==> config.mk <==
export PLATFORM = sky130hd
export DESIGN_NAME = flash_cmd_decoder
export DESIGN_NICKNAME = d
export VERILOG_FILES = /design/src/rtl/flash_cmd_pkg.sv /design/src/rtl/flash_cyc_match.sv /design/src/rtl/flash_seq_fsm.sv /design/src/rtl/flash_req_slot.sv /design/src/rtl/flash_cmd_decoder.sv
export SDC_FILE = /design/constraint.sdc
export NUM_CORES = 1
export LEC_CHECK = 0
export BUFFER_PORTS_ARGS = -buffer_cell sky130_fd_sc_hd__buf_2
export CORE_ASPECT_RATIO = 1.1
export CORE_MARGIN = 2
export CORE_UTILIZATION = 49
export CTS_BUF_LIST = sky130_fd_sc_hd__clkbuf_8 sky130_fd_sc_hd__clkbuf_16
export CTS_CLUSTER_DIAMETER = 40
export CTS_CLUSTER_SIZE = 25
export DETAILED_ROUTE_END_ITERATION = 8
export MAX_ROUTING_LAYER = met4
export PLACE_DENSITY = 0.79
export SYNTH_ARGS = -nofsm -noshare
export SYNTH_HDL_FRONTEND = slang
export SYNTH_HIERARCHICAL = 1
export SYNTH_SLANG_ARGS = --single-unit
==> constraint.sdc <==
create_clock -name clk_i -period 2.18 [get_ports clk_i]
set_input_delay 0.436 -clock clk_i [delete_from_list [all_inputs] [get_ports clk_i]]
set_output_delay 0.436 -clock clk_i [all_outputs]
set_load 0.02 [all_outputs]
==> src/rtl/flash_cmd_pkg.sv <==
package flash_cmd_pkg;
  typedef enum logic [3:0] {
    ST_READ, ST_UL1, ST_UL2, ST_PGM, ST_ESET, ST_EUL1, ST_EUL2,
    ST_BYP, ST_BPGM, ST_BRST
  } seq_state_e;

  typedef enum logic [1:0] {
    MODE_READ = 2'd0,
    MODE_SEQ  = 2'd1,
    MODE_BYP  = 2'd2
  } mode_e;

  localparam logic [7:0] D_KEY1    = 8'hAA;
  localparam logic [7:0] D_KEY2    = 8'h55;
  localparam logic [7:0] C_PROG    = 8'hA0;
  localparam logic [7:0] C_ESETUP  = 8'h80;
  localparam logic [7:0] C_CHIP    = 8'h10;
  localparam logic [7:0] C_BYP_IN  = 8'h20;
  localparam logic [7:0] C_BYP_X1  = 8'h90;
  localparam logic [7:0] C_BYP_X2  = 8'h00;
endpackage

==> src/rtl/flash_cyc_match.sv <==
module flash_cyc_match #(
  parameter int          MATCH_W  = 12,
  parameter logic [11:0] CMD_ADDR = 12'h555,
  parameter logic [11:0] ALT_ADDR = 12'h2AA
) (
  input  logic [MATCH_W-1:0] addr_lo_i,
  input  logic [7:0]         data_i,
  output logic               at_cmd_o,
  output logic               key1_o,
  output logic               key2_o
);
  import flash_cmd_pkg::*;

  logic at_alt;

  assign at_cmd_o = (addr_lo_i == MATCH_W'(CMD_ADDR));
  assign at_alt   = (addr_lo_i == MATCH_W'(ALT_ADDR));
  assign key1_o   = at_cmd_o && (data_i == D_KEY1);
  assign key2_o   = at_alt   && (data_i == D_KEY2);
endmodule

==> src/rtl/flash_seq_fsm.sv <==
module flash_seq_fsm (
  input  logic       clk_i,
  input  logic       rst_ni,
  input  logic       wr_ok_i,
  input  logic       accel_i,
  input  logic       at_cmd_i,
  input  logic       key1_i,
  input  logic       key2_i,
  input  logic [7:0] data_i,
  output logic [1:0] mode_o,
  output logic       issue_prog_o,
  output logic       issue_erase_o,
  output logic       read_ret_o
);
  import flash_cmd_pkg::*;

  seq_state_e st_q, st_d;
  logic       ret_d, ret_q;
  logic       in_byp;

  assign in_byp = (st_q == ST_BYP) || (st_q == ST_BPGM) || (st_q == ST_BRST);

  always_comb begin
    st_d          = st_q;
    ret_d         = 1'b0;
    issue_prog_o  = 1'b0;
    issue_erase_o = 1'b0;
    if (accel_i && !in_byp) begin
      st_d = ST_BYP;
    end else if (wr_ok_i) begin
      unique case (st_q)
        ST_READ: if (key1_i) st_d = ST_UL1;
        ST_UL1: begin
          if (key2_i) st_d = ST_UL2;
          else begin st_d = ST_READ; ret_d = 1'b1; end
        end
        ST_UL2: begin
          if (at_cmd_i && data_i == C_PROG)        st_d = ST_PGM;
          else if (at_cmd_i && data_i == C_ESETUP) st_d = ST_ESET;
          else if (at_cmd_i && data_i == C_BYP_IN) st_d = ST_BYP;
          else begin st_d = ST_READ; ret_d = 1'b1; end
        end
        ST_PGM: begin
          issue_prog_o = 1'b1;
          st_d         = ST_READ;
        end
        ST_ESET: begin
          if (key1_i) st_d = ST_EUL1;
          else begin st_d = ST_READ; ret_d = 1'b1; end
        end
        ST_EUL1: begin
          if (key2_i) st_d = ST_EUL2;
          else begin st_d = ST_READ; ret_d = 1'b1; end
        end
        ST_EUL2: begin
          if (at_cmd_i && data_i == C_CHIP) begin
            issue_erase_o = 1'b1;
            st_d          = ST_READ;
          end else begin
            st_d  = ST_READ;
            ret_d = 1'b1;
          end
        end
        ST_BYP: begin
          if (data_i == C_PROG)        st_d = ST_BPGM;
          else if (data_i == C_BYP_X1) st_d = ST_BRST;
        end
        ST_BPGM: begin
          issue_prog_o = 1'b1;
          st_d         = ST_BYP;
        end
        ST_BRST: begin
          // exit blocked while the high voltage holds the mode
          if (data_i == C_BYP_X2 && !accel_i) begin
            st_d  = ST_READ;
            ret_d = 1'b1;
          end else begin
            st_d = ST_BYP;
          end
        end
        default: st_d = ST_READ;
      endcase
    end
  end

  always_ff @(posedge clk_i or negedge rst_ni) begin
    if (!rst_ni) begin
      st_q  <= ST_READ;
      ret_q <= 1'b0;
    end else begin
      st_q  <= st_d;
      ret_q <= ret_d;
    end
  end

  always_comb begin
    if (st_q == ST_READ) mode_o = MODE_READ;
    else if (in_byp)     mode_o = MODE_BYP;
    else                 mode_o = MODE_SEQ;
  end

  assign read_ret_o = ret_q;
endmodule

==> src/rtl/flash_req_slot.sv <==
module flash_req_slot #(
  parameter int ADDR_W = 24
) (
  input  logic              clk_i,
  input  logic              rst_ni,
  input  logic              issue_prog_i,
  input  logic              issue_erase_i,
  input  logic              done_i,
  input  logic [ADDR_W-1:0] addr_i,
  input  logic [7:0]        data_i,
  output logic              prog_req_o,
  output logic              erase_req_o,
  output logic [ADDR_W-1:0] prog_addr_o,
  output logic [7:0]        prog_data_o,
  output logic              busy_o
);
  logic              prog_q, erase_q;
  logic [ADDR_W-1:0] addr_q;
  logic [7:0]        data_q;

  assign busy_o = prog_q | erase_q;

  always_ff @(posedge clk_i or negedge rst_ni) begin
    if (!rst_ni) begin
      prog_q  <= 1'b0;
      erase_q <= 1'b0;
      addr_q  <= '0;
      data_q  <= '0;
    end else if (busy_o) begin
      if (done_i) begin
        prog_q  <= 1'b0;
        erase_q <= 1'b0;
      end
    end else begin
      if (issue_prog_i) begin
        prog_q <= 1'b1;
        addr_q <= addr_i;
        data_q <= data_i;
      end
      if (issue_erase_i) erase_q <= 1'b1;
    end
  end

  assign prog_req_o  = prog_q;
  assign erase_req_o = erase_q;
  assign prog_addr_o = addr_q;
  assign prog_data_o = data_q;
endmodule

==> src/rtl/flash_cmd_decoder.sv <==
module flash_cmd_decoder #(
  parameter int          ADDR_W   = 24,
  parameter int          MATCH_W  = 12,
  parameter logic [11:0] CMD_ADDR = 12'h555,
  parameter logic [11:0] ALT_ADDR = 12'h2AA
) (
  input  logic              clk_i,
  input  logic              rst_ni,
  input  logic              wr_i,
  input  logic [ADDR_W-1:0] addr_i,
  input  logic [7:0]        data_i,
  input  logic              accel_i,
  input  logic              done_i,
  output logic [1:0]        mode_o,
  output logic              prog_req_o,
  output logic [ADDR_W-1:0] prog_addr_o,
  output logic [7:0]        prog_data_o,
  output logic              erase_req_o,
  output logic              read_ret_o
);
  localparam int CW = (MATCH_W < ADDR_W) ? MATCH_W : ADDR_W;

  logic busy, wr_ok, at_cmd, key1, key2, issue_prog, issue_erase;

  assign wr_ok = wr_i & ~busy;

  flash_cyc_match #(
    .MATCH_W (CW),
    .CMD_ADDR(CMD_ADDR),
    .ALT_ADDR(ALT_ADDR)
  ) u_match (
    .addr_lo_i(addr_i[CW-1:0]),
    .data_i   (data_i),
    .at_cmd_o (at_cmd),
    .key1_o   (key1),
    .key2_o   (key2)
  );

  flash_seq_fsm u_fsm (
    .clk_i        (clk_i),
    .rst_ni       (rst_ni),
    .wr_ok_i      (wr_ok),
    .accel_i      (accel_i),
    .at_cmd_i     (at_cmd),
    .key1_i       (key1),
    .key2_i       (key2),
    .data_i       (data_i),
    .mode_o       (mode_o),
    .issue_prog_o (issue_prog),
    .issue_erase_o(issue_erase),
    .read_ret_o   (read_ret_o)
  );

  flash_req_slot #(.ADDR_W(ADDR_W)) u_slot (
    .clk_i        (clk_i),
    .rst_ni       (rst_ni),
    .issue_prog_i (issue_prog),
    .issue_erase_i(issue_erase),
    .done_i       (done_i),
    .addr_i       (addr_i),
    .data_i       (data_i),
    .prog_req_o   (prog_req_o),
    .erase_req_o  (erase_req_o),
    .prog_addr_o  (prog_addr_o),
    .prog_data_o  (prog_data_o),
    .busy_o       (busy)
  );
endmodule

==> Flow_metrics.wiki, run 1 <==
{| class="wikitable"
! Metric !! Value
|-
| Run status || completed
|-
| Worst-path cell with the longest stage delay || dfrtp_1
|-
| Maximum clock rate || 0.492 GHz
|-
| Period Utilization, post-route || 93.2%
|-
| Largest fanout on the critical path || 13
|-
| DRC violations left || 0
|-
| Core Util, Final || 65.6%
|-
| Post-placement cell count || 297
|-
| Commonest non-fill, non-tap cell in the layout || buf_2
|-
| Post-CTS sizing || 0
|-
| Initial DRC Count || 70
|-
| Chip Height || 71.5 µm
|-
| Pin count of the biggest net entering global routing || 34
|-
| Largest stage delay, worst path || 0.53 ns
|-
| Critical path start-end classification || register to primary output
|-
| Sequential fraction of the synthesis area || 48.1%
|-
| Number of flops mapped to enable cells by yosys || 0
|-
| Buffering stage count on the worst path with inverters included || 1
|-
| Cell area power density || 1330 mW/mm²
|-
| Worst clock skew on the final layout || 0.00563 ns
|-
| Unrepaired setup endpoints after global routing || no
|-
| Worst setup path startpoint || u_fsm/st_q[2]$_DFFE_PN0P_
|-
| Setup-failing EPs final || 0
|-
| Most frequent cells in the layout || buf_2 (73), dfrtp_1 (39), mux2_2 (30)
|-
| Most frequently used flop master after synthesis || dfrtp_1
|-
| Dpl hpwl || 3520 µm
|-
| TritonCTS clock tree || yes
|-
| Post-route total power || 0.00346 W
|-
| Final global-route overflow total || 0
|-
| Number of global-route vias before repair || 1,690
|-
| Fillers || 358
|-
| Antenna violations before repair || 0
|-
| Area of all sequential standard cells || 976 µm²
|-
| Final WL || 4490 µm
|-
| Number of I/O pins || 74
|-
| Post-Synthesis Net Count || 201
|-
| Per-cell routed wire length || 14.7 µm
|-
| H-Tree Level Count || 2
|-
| WHS || 0.131 ns
|-
| Via density per instance || 5.42
|-
| Setup repair bufs after CTS || 0
|-
| Wire length of the first global-routing pass || 7650 µm
|-
| Largest voltage drop on the vdd net || 0.801 mV
|-
| Total standard cell area after synthesis || 0.00203 mm²
|-
| Total CTS buffers || 5
|-
| Static leakage || 1.29 nW
|-
| Category of cells accounting for the largest share of critical-path delay || simple AND/OR/NAND/NOR gates
|-
| Area inside the core boundary || 0.00396 mm²
|-
| Clock root cell || clkbuf_8
|-
| Type of the tightest min-delay check || primary input to asynchronous set/reset pin
|-
| Maximum root-to-sink buffer count || 2
|-
| Category of the worst setup path launch point || register
|-
| Required @ worst endpoint || 1.74 ns
|-
| N_diodes || 0
|-
| Fraction of registers with async set/reset || 100%
|-
| Number of buffers inserted by hold repair at cts || 0
|-
| Area taken by multi-input logic gates || 948 µm²
|-
| Clk sinks || 39
|-
| Max transition margin || 62.9%
|-
| Flop and latch count out of synthesis || 39
|-
| Cells after synthesis || 164
|-
| Transition time of the tightest slew-check pin || 0.557 ns
|-
| Site Rows || 24
|-
| GR Util All Layers || 21.6%
|-
| Crit path capture type || primary output
|-
| Arrival time at the worst endpoint || 1.60 ns
|-
| Hold violation total from the final report || 0
|-
| Final period demand of the worst path || 2.03 ns
|-
| Starting Density || 51.2%
|-
| Number of warnings issued by yosys || 6
|-
| Count of buffers from port buffering || 73
|-
| Clk Latency, worst-skew pair || 0.29 ns
|-
| Relative area change from synthesis to final layout || 28.0%
|-
| R2R Path Start || u_slot/erase_req_o$_DFFE_PN0P_
|-
| Total Die Area || 0.00468 mm²
|-
| RD Place Congestion || 0.857
|-
| Slew Viols, Final || 0
|-
| Share of cells above drive strength 1 || 55.3%
|-
| Horizontal die dimension || 65.4 µm
|-
| Setup Total Neg Slack || 0 ns
|-
| Crit-path cells || or3b_2, nand2_1, buf_2
|-
| Final instance count without filler cells || 305
|-
| Antenna-violating nets left || 0
|-
| Vias || 1,653
|-
| Detailed-routing iteration count for the pre-antenna-repair pass || 4
|-
| Number of unique standard cell types used by synthesis || 46
|-
| Number of max-capacitance violations reported || 0
|-
| Post-synthesis average cell area || 12.4 µm²
|-
| Post-layout nets || 289
|-
| Clock-pin slew of the registers on the worst-case setup and hold paths || 0.08 ns
|}
-- synth_stat cells, types with 2 or more instances --
cell | number | area share (%)
a41oi_1 | 2 | 0.86
nor3b_1 | 3 | 1.1
mux2_1 | 2 | 1.1
o21ai_0 | 3 | 0.74
nor2b_1 | 2 | 0.62
and3_1 | 2 | 0.62
nor4bb_1 | 7 | 3.5
or4b_4 | 2 | 1.4
xor2_1 | 2 | 0.86
mux2_2 | 30 | 17
and4_1 | 2 | 0.86
a21o_1 | 2 | 0.74
nor2_1 | 9 | 1.7
inv_1 | 7 | 1.3
a21oi_1 | 3 | 0.74
buf_6 | 6 | 3.3
nand2_1 | 3 | 0.55
nor3_1 | 3 | 0.74
dfrtp_1 | 39 | 48
nand4_1 | 5 | 1.5
nand3_1 | 5 | 1.2
-- state kept, by name, indices dropped and copies added, names as in the netlist --
| signal | cells |
|---|---|
| u_fsm/read_ret_o | 1 |
| u_fsm/st_q | 4 |
| u_slot/erase_req_o | 1 |
| u_slot/prog_addr_o | 24 |
| u_slot/prog_data_o | 8 |
| u_slot/prog_req_o | 1 |
-- through the flow --
stage	setup WS, ns	instance area, µm²
6_report	0.147	2600
3_3_place_gp	0.0353	2510
2_1_floorplan	0.0645	2030
5_1_grt	0.0825	2600
4_1_cts	0.144	2600
3_5_place_dp	0.0123	2510
-- layer usage --
metal | vias to the layer above | GRT usage [%] | wire (µm)
li1 | 789 | - | -
met1 | 803 | 26.5 | 1850
met2 | 56 | 36.1 | 2360
met3 | 5 | 4.87 | 226
met4 | 0 | 5.79 | 42
met5 | - | - | 0
-- final timing paths --
kind | depth (start not counted) | end | slack (ns)
min in group clk_i | 2 | u_slot/prog_addr_o[12]$_DFFE_PN0P_ | 0.36
max in group asynchronous | 2 | u_slot/prog_addr_o[16]$_DFFE_PN0P_ | 1.52
setup / recovery | 3 | mode_o[1] | 0.15
hold / removal | 1 | u_slot/prog_addr_o[13]$_DFFE_PN0P_ | 0.13
setup reg to reg | 7 | u_slot/prog_addr_o[2]$_DFFE_PN0P_ | 0.16
hold reg to reg | 1 | u_slot/prog_addr_o[12]$_DFFE_PN0P_ | 0.49
-- power breakdown --
part	switching, W	total [W]	internal [W]
Clock	0.000250	0.000468	0.000219
Combinational	0.000941	0.00171	0.000764
Sequential	0.000219	0.00129	0.00107
-- worst reg2reg max path, cell delays in order (launching register included) --
cell	delay [ns]
dfrtp_1	0.43
nor2_1	0.15
inv_1	0.08
nor2b_4	0.16
nor3b_1	0.21
nor3b_4	0.25
buf_12	0.23
mux2_2	0.38
-- cell type report --
cell class / instances / share of cell area, %
clock inverter: 3 / 0.626
tap: 52 / 2.50
clock buffer: 5 / 2.65
sequential: 39 / 37.6
timing repair buffer: 89 / 19.2
multi-input combinational: 110 / 36.5
inverter: 7 / 1.01
-- kinds of logic (layout without fill, tap and decap cells) --
| family | Yosys count | in the layout | synth area share (%) |
|---|---|---|---|
| buffers and inverters | 15 | 104 | 5.24 |
| flip-flops | 39 | 39 | 48.1 |
| AND/OR/NAND/NOR | 53 | 53 | 19.3 |
| XOR/XNOR | 2 | 2 | 0.863 |
| multiplexers | 34 | 34 | 19.0 |
| AO/OA/AOI/OAI | 21 | 21 | 7.58 |
Power figures use the tool's default switching activity.
==> inputs of run 2 (changes only) <==
CORE_UTILIZATION = 37   (was 49)
PLACE_DENSITY = default   (was 0.79)
==> run 2 against run 1 <==
Via count grew 1.6%. Fmax grew 2.0%. Critical path type is now register to register. Total power grew 2.7%. Largest cell class unchanged. Flip-flop and latch count is the same.
==> Flow_metrics.wiki, run 2 (same netlist as run 1, synthesis figures left out) <==
{| class="wikitable"
! Metric !! Value
|-
| Run status || completed
|-
| Antenna violations before repair || 0
|-
| Antenna-violating nets left || 0
|-
| H-Tree Level Count || 2
|-
| Final global-route overflow total || 0
|-
| Most frequent cells in the layout || buf_2 (73), dfrtp_1 (39), mux2_2 (30)
|-
| Post-route total power || 0.00355 W
|-
| Chip Height || 81.7 µm
|-
| Crit-path cells || nor2_1, inv_1, nor2b_4, nor3b_2, nor3b_4, buf_4, buf_6, mux2_2
|-
| Total CTS buffers || 5
|-
| Initial DRC Count || 75
|-
| Maximum root-to-sink buffer count || 2
|-
| Clk sinks || 39
|-
| Arrival time at the worst endpoint || 2.17 ns
|-
| Largest voltage drop on the vdd net || 0.635 mV
|-
| Slew Viols, Final || 0
|-
| Number of max-capacitance violations reported || 0
|-
| Post-layout nets || 295
|-
| N_diodes || 0
|-
| Category of cells accounting for the largest share of critical-path delay || simple AND/OR/NAND/NOR gates
|-
| Clock-pin slew of the registers on the worst-case setup and hold paths || 0.08 ns
|-
| Pin count of the biggest net entering global routing || 40
|-
| Max transition margin || 66.5%
|-
| Clock root cell || clkbuf_8
|-
| Critical path start-end classification || register to register
|-
| Commonest non-fill, non-tap cell in the layout || buf_2
|-
| Buffering stage count on the worst path with inverters included || 3
|-
| Area inside the core boundary || 0.00533 mm²
|-
| Worst clock skew on the final layout || 0.00879 ns
|-
| Wire length of the first global-routing pass || 7700 µm
|-
| RD Place Congestion || 0.802
|-
| R2R Path Start || u_slot/erase_req_o$_DFFE_PN0P_
|-
| Cell area power density || 1320 mW/mm²
|-
| Number of buffers inserted by hold repair at cts || 0
|-
| Largest fanout on the critical path || 8
|-
| Crit path capture type || register
|-
| Number of global-route vias before repair || 1,681
|-
| Share of cells above drive strength 1 || 56.8%
|-
| Setup-failing EPs final || 0
|-
| Transition time of the tightest slew-check pin || 0.503 ns
|-
| Static leakage || 1.32 nW
|-
| Count of buffers from port buffering || 73
|-
| Detailed-routing iteration count for the pre-antenna-repair pass || 6
|-
| Starting Density || 38.1%
|-
| Period Utilization, post-route || 91.4%
|-
| Unrepaired setup endpoints after global routing || no
|-
| Site Rows || 28
|-
| Dpl hpwl || 3600 µm
|-
| Category of the worst setup path launch point || register
|-
| Horizontal die dimension || 74.6 µm
|-
| Total non-filler cell area in the finished layout || 0.00270 mm²
|-
| Fillers || 501
|-
| Total Die Area || 0.00610 mm²
|-
| Setup slack of the critical path after layout || 0.187 ns
|-
| Type of the tightest min-delay check || primary input to asynchronous set/reset pin
|-
| Per-cell routed wire length || 15.3 µm
|-
| Largest stage delay, worst path || 0.43 ns
|-
| Worst-path cell with the longest stage delay || dfrtp_1
|-
| Number of I/O pins || 74
|-
| Maximum clock rate || 0.502 GHz
|-
| Final WL || 5120 µm
|-
| DRC violations left || 0
|-
| Via density per instance || 5.03
|-
| Worst setup slack after placement || 0.0142 ns
|-
| GR Util All Layers || 17.1%
|-
| Clk Latency, worst-skew pair || 0.29 ns
|-
| Post-placement cell count || 322
|-
| Number of flip-flops under the largest register name || 24
|-
| Required @ worst endpoint || 2.36 ns
|-
| Hold violation total from the final report || 0
|-
| Final instance count without filler cells || 334
|-
| TritonCTS clock tree || yes
|-
| Setup Total Neg Slack || 0 ns
|-
| Vias || 1,680
|-
| Worst setup path startpoint || u_slot/erase_req_o$_DFFE_PN0P_
|-
| Placed inst area || 0.00256 mm²
|-
| Relative area change from synthesis to final layout || 32.9%
|-
| Final period demand of the worst path || 1.99 ns
|}
[run 2: layout make-up]
| class | count | area [µm²] | area share, % |
|---|---|---|---|
| well taps | 75 | 93.8 | 3.48 |
| clock buffers | 5 | 68.8 | 2.55 |
| inverters | 7 | 26.3 | 0.974 |
| flip-flops and latches | 39 | 976 | 36.2 |
| repair buffers | 95 | 564 | 20.9 |
| multi-input cells | 110 | 953 | 35.3 |
| clock inverters | 3 | 16.3 | 0.603 |
[run 2: repair_timing]
item / 4_1_cts / 5_1_grt
endpoints found under the setup margin: 0 / 8
buffers inserted: 0 / 2
gates resized for setup: 0 / 1
[run 2: layer usage]
layer  GRT usage (%)  up-vias  wire, µm
met3            4.42        5       282
li1                -      804         -
met1            20.7      814      2270
met4            4.11        0        34
met5               -        -         0
met2            28.6       57      2540
[run 2: path summary, 6_finish.rpt]
path                       slack, ns  cells after the start                                  to
hold / removal                  0.19                      2          u_fsm/read_ret_o$_DFF_PN0_
setup / recovery                0.19                      8   u_slot/prog_data_o[3]$_DFFE_PN0P_
min in group clk_i              0.36                      2  u_slot/prog_addr_o[14]$_DFFE_PN0P_
hold reg to reg                 0.49                      1  u_slot/prog_addr_o[14]$_DFFE_PN0P_
setup reg to reg                0.19                      8   u_slot/prog_data_o[3]$_DFFE_PN0P_
max in group asynchronous       1.63                      2   u_slot/prog_data_o[0]$_DFFE_PN0P_
[run 2: worst reg2reg max path: stages, from the launching register on]
cell	delay (ns)
dfrtp_1	0.43
nor2_1	0.16
inv_1	0.08
nor2b_4	0.15
nor3b_2	0.18
nor3b_4	0.22
buf_4	0.17
buf_6	0.16
mux2_2	0.35
[run 2: through the flow]
| stage | hold WS [ns] | utilization (%) |
|---|---|---|
| after floorplan | 0.140 | - |
| after global placement | 0.471 | 48.0 |
| after detailed placement | 0.477 | 48.0 |
| after CTS | 0.205 | 49.6 |
| after global routing | 0.226 | 50.7 |
| final | 0.192 | 50.7 |
[run 2: where the power goes]
| group | total, W | switching, W | internal [W] | leakage (nW) |
|---|---|---|---|---|
| Clock | 0.000484 | 0.000264 | 0.000219 | 0.0453 |
| Sequential | 0.00126 | 0.000199 | 0.00107 | 0.479 |
| Combinational | 0.00180 | 0.000992 | 0.000813 | 0.800 |
| Total | 0.00355 | 0.00146 | 0.00210 | 1.32 |
